--- src/rtl/spi_dm_pkg.sv ---
package spi_dm_pkg;
  typedef enum logic [2:0] {
    ST_IDLE,
    ST_LEAD,
    ST_SHIFT,
    ST_LAG,
    ST_GAP
  } spi_st_t;
endpackage

--- src/rtl/spi_dm_clamp.sv ---
module spi_dm_clamp #(
  parameter int IN_W  = 8,
  parameter int OUT_W = 8,
  parameter int LO    = 2,
  parameter int HI    = 255
) (
  input  logic [IN_W-1:0]  raw,
  output logic [OUT_W-1:0] val
);
  logic [31:0] wide;
  assign wide = 32'(raw);

  always_comb begin
    if (wide < 32'(LO))      val = OUT_W'(LO);
    else if (wide > 32'(HI)) val = OUT_W'(HI);
    else                     val = OUT_W'(wide);
  end
endmodule

--- src/rtl/spi_dm_timer.sv ---
module spi_dm_timer #(
  parameter int W = 14
) (
  input  logic         clk,
  input  logic         rst_n,
  input  logic         load,
  input  logic [W-1:0] load_val,
  output logic         expired
);
  logic [W-1:0] cnt;

  always_ff @(posedge clk or negedge rst_n) begin
    if (!rst_n)          cnt <= '0;
    else if (load)       cnt <= load_val;
    else if (cnt != '0)  cnt <= cnt - W'(1);
  end

  assign expired = (cnt == '0);

  AST_TMR_PARKED: assert property (@(posedge clk) disable iff (!rst_n)
    (!load && cnt == '0) |=> (cnt == '0));
endmodule

--- src/rtl/spi_dm_shift.sv ---
module spi_dm_shift #(
  parameter int W = 8
) (
  input  logic         clk,
  input  logic         rst_n,
  input  logic         load,
  input  logic         pre_shift,
  input  logic [W-1:0] load_val,
  input  logic         launch,
  input  logic         capture,
  input  logic         miso,
  output logic         mosi,
  output logic [W-1:0] rx_word
);
  logic [W-1:0] tx_q;

  always_ff @(posedge clk or negedge rst_n) begin
    if (!rst_n) begin
      tx_q <= '0;
      mosi <= 1'b0;
    end else if (load) begin
      tx_q <= pre_shift ? {load_val[W-2:0], 1'b0} : load_val;
      mosi <= pre_shift ? load_val[W-1] : 1'b0;
    end else if (launch) begin
      mosi <= tx_q[W-1];
      tx_q <= {tx_q[W-2:0], 1'b0};
    end
  end

  always_ff @(posedge clk or negedge rst_n) begin
    if (!rst_n)       rx_word <= '0;
    else if (capture) rx_word <= {rx_word[W-2:0], miso};
  end

  AST_ONE_DIRECTION: assert property (@(posedge clk) disable iff (!rst_n)
    !(launch && capture));
endmodule

--- src/rtl/spi_delay_master.sv ---
module spi_delay_master
  import spi_dm_pkg::*;
#(
  parameter int DATA_W   = 8,
  parameter int CS_W     = 4,
  parameter int HALF_W   = 8,
  parameter int LEAD_W   = 8,
  parameter int GAP_W    = 14,
  parameter int HALF_MIN = 2,
  parameter int HALF_MAX = 255,
  parameter int LEAD_MIN = 2,
  parameter int LEAD_MAX = 128,
  parameter int GAP_MIN  = 17,
  parameter int GAP_MAX  = 8192
) (
  input  logic              clk,
  input  logic              rst_n,
  input  logic              cmd_valid,
  output logic              cmd_ready,
  input  logic [DATA_W-1:0] cmd_data,
  input  logic [CS_W-1:0]   cmd_cs,
  input  logic              cmd_cpol,
  input  logic              cmd_cpha,
  input  logic [HALF_W-1:0] cmd_half,
  input  logic [LEAD_W-1:0] cmd_lead,
  input  logic [GAP_W-1:0]  cmd_gap,
  output logic              done,
  output logic [DATA_W-1:0] rx_data,
  output logic              sck,
  output logic              mosi,
  input  logic              miso,
  output logic [CS_W-1:0]   pcs
);
  localparam int MAX_HL = (HALF_W > LEAD_W) ? HALF_W : LEAD_W;
  localparam int TMR_W  = (GAP_W > MAX_HL) ? GAP_W : MAX_HL;
  localparam int EDGES  = 2 * DATA_W;
  localparam int EDGE_W = $clog2(EDGES + 1);

  spi_st_t            st;
  logic [HALF_W-1:0]  half_c, half_q;
  logic [LEAD_W-1:0]  lead_c;
  logic [GAP_W-1:0]   gap_c, gap_q;
  logic               cpol_q, cpha_q;
  logic [EDGE_W-1:0]  edge_cnt;
  logic               tmr_load, tmr_zero;
  logic [TMR_W-1:0]   tmr_val;
  logic               accept, edge_now, lead_edge, capture, launch;

  spi_dm_clamp #(.IN_W(HALF_W), .OUT_W(HALF_W), .LO(HALF_MIN), .HI(HALF_MAX))
    i_half_clamp (.raw(cmd_half), .val(half_c));
  spi_dm_clamp #(.IN_W(LEAD_W), .OUT_W(LEAD_W), .LO(LEAD_MIN), .HI(LEAD_MAX))
    i_lead_clamp (.raw(cmd_lead), .val(lead_c));
  spi_dm_clamp #(.IN_W(GAP_W), .OUT_W(GAP_W), .LO(GAP_MIN), .HI(GAP_MAX))
    i_gap_clamp (.raw(cmd_gap), .val(gap_c));

  assign cmd_ready = (st == ST_IDLE) || (st == ST_GAP && tmr_zero);
  assign accept    = cmd_valid && cmd_ready;
  assign edge_now  = (st == ST_LEAD || st == ST_SHIFT) && tmr_zero;
  assign lead_edge = ~edge_cnt[0];
  assign capture   = edge_now && (lead_edge ^ cpha_q);
  assign launch    = edge_now && !(lead_edge ^ cpha_q);

  always_comb begin
    tmr_load = 1'b0;
    tmr_val  = '0;
    if (accept) begin
      tmr_load = 1'b1;
      tmr_val  = TMR_W'(lead_c) - TMR_W'(1);
    end else if (edge_now) begin
      tmr_load = 1'b1;
      tmr_val  = TMR_W'(half_q) - TMR_W'(1);
    end else if (st == ST_LAG && tmr_zero) begin
      tmr_load = 1'b1;
      tmr_val  = TMR_W'(gap_q) - TMR_W'(1);
    end
  end

  spi_dm_timer #(.W(TMR_W)) i_timer (
    .clk      (clk),
    .rst_n    (rst_n),
    .load     (tmr_load),
    .load_val (tmr_val),
    .expired  (tmr_zero)
  );

  spi_dm_shift #(.W(DATA_W)) i_shift (
    .clk       (clk),
    .rst_n     (rst_n),
    .load      (accept),
    .pre_shift (!cmd_cpha),
    .load_val  (cmd_data),
    .launch    (launch),
    .capture   (capture),
    .miso      (miso),
    .mosi      (mosi),
    .rx_word   (rx_data)
  );

  always_ff @(posedge clk or negedge rst_n) begin
    if (!rst_n) begin
      st       <= ST_IDLE;
      half_q   <= HALF_W'(HALF_MIN);
      gap_q    <= GAP_W'(GAP_MIN);
      cpol_q   <= 1'b0;
      cpha_q   <= 1'b0;
      sck      <= 1'b0;
      pcs      <= '0;
      edge_cnt <= '0;
      done     <= 1'b0;
    end else begin
      done <= 1'b0;
      if (accept) begin
        st       <= ST_LEAD;
        half_q   <= half_c;
        gap_q    <= gap_c;
        cpol_q   <= cmd_cpol;
        cpha_q   <= cmd_cpha;
        sck      <= cmd_cpol;
        pcs      <= cmd_cs;
        edge_cnt <= '0;
      end else begin
        unique case (st)
          ST_LEAD, ST_SHIFT: begin
            if (tmr_zero) begin
              sck      <= ~sck;
              edge_cnt <= edge_cnt + EDGE_W'(1);
              st       <= (edge_cnt == EDGE_W'(EDGES - 1)) ? ST_LAG : ST_SHIFT;
            end
          end
          ST_LAG: begin
            if (tmr_zero) begin
              pcs  <= '0;
              done <= 1'b1;
              st   <= ST_GAP;
            end
          end
          ST_GAP: begin
            if (tmr_zero) st <= ST_IDLE;
          end
          default: st <= ST_IDLE;
        endcase
      end
    end
  end

  AST_SCK_MIN_HALF: assert property (@(posedge clk) disable iff (!rst_n)
    ((st == ST_SHIFT || st == ST_LAG) && !$stable(sck)) |=> $stable(sck));
  AST_CS_STEADY: assert property (@(posedge clk) disable iff (!rst_n)
    (st == ST_SHIFT || st == ST_LAG) |-> $stable(pcs));
  AST_EDGE_BOUND: assert property (@(posedge clk) disable iff (!rst_n)
    edge_cnt <= EDGE_W'(EDGES));
  AST_IDLE_LEVEL: assert property (@(posedge clk) disable iff (!rst_n)
    (st == ST_GAP) |-> (sck == cpol_q));
  AST_DONE_PULSE: assert property (@(posedge clk) disable iff (!rst_n)
    done |=> !done);
  AST_NO_RESTART: assert property (@(posedge clk) disable iff (!rst_n)
    (cmd_valid && st == ST_SHIFT) |=> (st != ST_LEAD));
  AST_SETTINGS_HELD: assert property (@(posedge clk) disable iff (!rst_n)
    (st == ST_SHIFT || st == ST_LAG) |-> ($stable(half_q) && $stable(cpha_q)));
endmodule

--- config.mk ---
export PLATFORM = sky130hd
export DESIGN_NAME = spi_delay_master
export DESIGN_NICKNAME = d
export VERILOG_FILES = /design/src/rtl/spi_dm_pkg.sv /design/src/rtl/spi_dm_clamp.sv /design/src/rtl/spi_dm_timer.sv /design/src/rtl/spi_dm_shift.sv /design/src/rtl/spi_delay_master.sv
export SDC_FILE = /design/constraint.sdc
export NUM_CORES = 1
export LEC_CHECK = 0
export BUFFER_PORTS_ARGS = -buffer_cell sky130_fd_sc_hd__buf_2
export CORE_AREA = 10 10 95 138
export DETAILED_ROUTE_END_ITERATION = 10
export DIE_AREA = 0 0 105 148
export SLEW_MARGIN = 20
export SYNTH_ARGS = -nofsm -noshare
export SYNTH_HDL_FRONTEND = slang
export SYNTH_HIERARCHICAL = 1
export SYNTH_SLANG_ARGS = --single-unit
--- constraint.sdc ---
create_clock -name clk -period 2.7 [get_ports clk]
set_clock_uncertainty 0.15 [all_clocks]
set_input_delay 0.81 -clock clk [delete_from_list [all_inputs] [get_ports clk]]
set_output_delay 0.81 -clock clk [all_outputs]
set_load 0.01 [all_outputs]
==> impl_metrics.env <==
export IMPL_post_drt_wl_per_cell_um=14.7
export IMPL_drc=0
export IMPL_h_tree_depth=3
export IMPL_fillers=1018
export IMPL_whs_ns=0.339
export IMPL_io_pins=64
export IMPL_required_ns=2.76
export IMPL_routed_via_density=5.06
export IMPL_synth_edff_count=0
export IMPL_max_stage_delay_ns=0.53
export IMPL_synth_seq_cells=68
export IMPL_synthToLayoutAreaGrowth_pct=26.4
export IMPL_fin_nets=583
export IMPL_syn_nets=496
export IMPL_crit_fanout=3
export IMPL_first_pass_iters=5
export IMPL_worstMarginPinSlew_ns=0.669
export IMPL_vias=3432
export IMPL_ys_types=61
export IMPL_cts_path_max_buffers=2
export IMPL_ant_nets=0
export IMPL_layout_commonest_cell="nand2_1"
export IMPL_critPathSlowestCell="or4_4"
export IMPL_violations="negative setup slack"
export IMPL_grt_ovfl_total=0
export IMPL_totalPowerFinal_mw=4.25
export IMPL_dpl_cell_area_um2=4840
export IMPL_rsz0062_at_grt="true"
export IMPL_cts_root_buf="clkbuf_16"
export IMPL_drt_iter0_drc=193
export IMPL_placed_cells=657
export IMPL_power_density_nw_per_um2=810
export IMPL_grt_max_degree=69
export IMPL_syn_inst=442
export IMPL_wirelength_um=9960
export IMPL_r2r_slack_ns=0.18
export IMPL_critical_path_cell_chain="buf_6 > or3_4 > o41a_1 > or4_4 > nor4_4 > xor2_1 > a221o_1 > a22o_1"
export IMPL_ys_seq_area_frac=0.411
export IMPL_start_util=0.392
export IMPL_holdCritPathClass="reg -> reg"
export IMPL_yosys_warnings=6
export IMPL_die_w_um=105
export IMPL_max_slew_margin_rel=0.551
export IMPL_fin_ws_ns=-0.209
export IMPL_track_usage=0.132
export IMPL_coreArea_um2=10600
export IMPL_syn_area_um2=4150
export IMPL_crit_type="in -> reg"
export IMPL_drive_above_1_share=0.307
export IMPL_cp_arrival_ns=2.97
export IMPL_status="complete, but fails checks"
export IMPL_dp_hpwl_um=7740
export IMPL_syn_mean_instance_area_um2=9.38
export IMPL_vdd_drop_max_uv=398
export IMPL_leakage_nw=2.39
export IMPL_dp_slack_ns=-0.566
export IMPL_stdcell_count=678
export IMPL_port_buffers=63
export IMPL_fin_area_um2=5240
export IMPL_grt_pass1_vias=3611
export IMPL_grt_pass1_wl_um=17200
export IMPL_fp_row_count=46
export IMPL_tns_ns=-1.26
export IMPL_dieArea_um2=15500
export IMPL_final_cell_mix="nand2_1 (79), dfrtp_1 (65), buf_2 (60)"
export IMPL_drv_cap=0
export IMPL_place_gp_congestion=0.847
export IMPL_cts_buffers=9
export IMPL_hold_viol=0
export IMPL_die_h_um=148
export IMPL_cp_start_kind="input pin"
export IMPL_synth_flop_cell="dfrtp_1"
export IMPL_worstSetupEndpointType="register"
export IMPL_period_needed_ns=2.91
export IMPL_fin_crit_sh=1.08
export IMPL_grt_antenna_before_repair=0
export IMPL_clk_pin_slew_worst_paths_ns=0.05
export IMPL_clock_latency_ns=0.33
export IMPL_clock_sinks=68
export IMPL_finalSetupViolations=9
export IMPL_cts_tree="yes"
export IMPL_final_util=0.495
export IMPL_async_reset_ff_frac=1.00
export IMPL_timing_fmax_ghz=0.344
export IMPL_drv_slew=0
export IMPL_diodes=0
==> state kept, by name (all words and copies together), names as in the netlist <==
register,flops
i_timer/cnt,14
sck,1
gap_q,14
done,1
pcs,4
half_q,8
st,3
i_shift/tx_q,8
i_shift/rx_word,8
cpha_q,1
edge_cnt,5
i_shift/mosi,1
==> power by group <==
group / internal, mW / leakage (nW) / switching [mW] / total, mW
Sequential: 1.38 / 0.852 / 0.364 / 1.75
Combinational: 0.743 / 1.40 / 0.690 / 1.43
Clock: 0.647 / 0.128 / 0.420 / 1.07
Total: 2.77 / 2.39 / 1.47 / 4.25
==> synth_stat cells, types with 7 or more instances <==
master,number,share of area
nor2_1,25,0.023
o31ai_1,9,0.016
nand3_1,15,0.018
nor2b_1,18,0.027
a21oi_1,7,0.0084
a22o_1,8,0.017
o21ai_0,11,0.013
dfrtp_1,65,0.39
mux2_4,8,0.029
nor3_1,7,0.0084
mux2i_1,22,0.053
nand2_1,80,0.072
inv_1,14,0.013
xnor2_1,18,0.038
clkbuf_1,18,0.016
xor2_1,17,0.036
==> path summary, 6_finish.rpt <==
path                                            start                    endpoint  depth (start not counted)
max in group asynchronous                       rst_n        gap_q[0]$_DFFE_PN1N_                          2
setup reg to reg           i_timer/cnt[0]$_DFFE_PN0P_  i_timer/cnt[1]$_DFFE_PN0P_                         11
min in group asynchronous                       rst_n        gap_q[8]$_DFFE_PN0N_                          2
setup / recovery                          cmd_lead[2]  i_timer/cnt[7]$_DFFE_PN0P_                          8
hold / removal                edge_cnt[4]$_DFFE_PN0P_     edge_cnt[4]$_DFFE_PN0P_                          1
hold reg to reg               edge_cnt[4]$_DFFE_PN0P_     edge_cnt[4]$_DFFE_PN0P_                          1
==> per-layer routing <==
| layer | routed length (um) | GRT usage |
|---|---|---|
| met3 | 416 | 0.0357 |
| met4 | 100 | 0.0441 |
| met5 | 0 | 0 |
| met2 | 5270 | 0.234 |
| met1 | 4160 | 0.149 |
==> cell type report <==
| type | instances | area [um2] | share of cell area |
|---|---|---|---|
| clock buffers | 11 | 243 | 0.0463 |
| clock inverters | 5 | 36.3 | 0.00692 |
| inverters | 14 | 52.6 | 0.0100 |
| multi-input cells | 331 | 2330 | 0.445 |
| flip-flops and latches | 68 | 1710 | 0.325 |
| well taps | 144 | 180 | 0.0344 |
| repair buffers | 105 | 694 | 0.132 |
==> worst max-delay path: cells and delay by family <==
kind / cells / cell delay (ns)
AOI/OAI and AO/OA: 3 / 0.88
xor gates and xnor gates: 1 / 0.11
buffers and inverters: 1 / 0.09
and+or+nand+nor: 3 / 1.07
==> cells by family after synthesis <==
| logic type | after synthesis | synth area share |
|---|---|---|
| and+or+nand+nor | 194 | 0.246 |
| AOI/OAI and AO/OA | 66 | 0.119 |
| xor gates and xnor gates | 35 | 0.0739 |
| adders and majority gates | 6 | 0.0181 |
| buffers and inverters | 43 | 0.0492 |
| DFF | 68 | 0.411 |
| muxes | 30 | 0.0821 |
==> repair_timing <==
| item | 4_1_cts | 5_1_grt |
|---|---|---|
| hold buffers | 0 | 0 |
| setup buffers | 1 | 4 |
| endpoints found under the setup margin | 9 | 13 |
| gates resized for setup | 12 | 9 |
| pin swaps | 2 | 8 |
No activity file was read; power rests on OpenSTA's default activity.
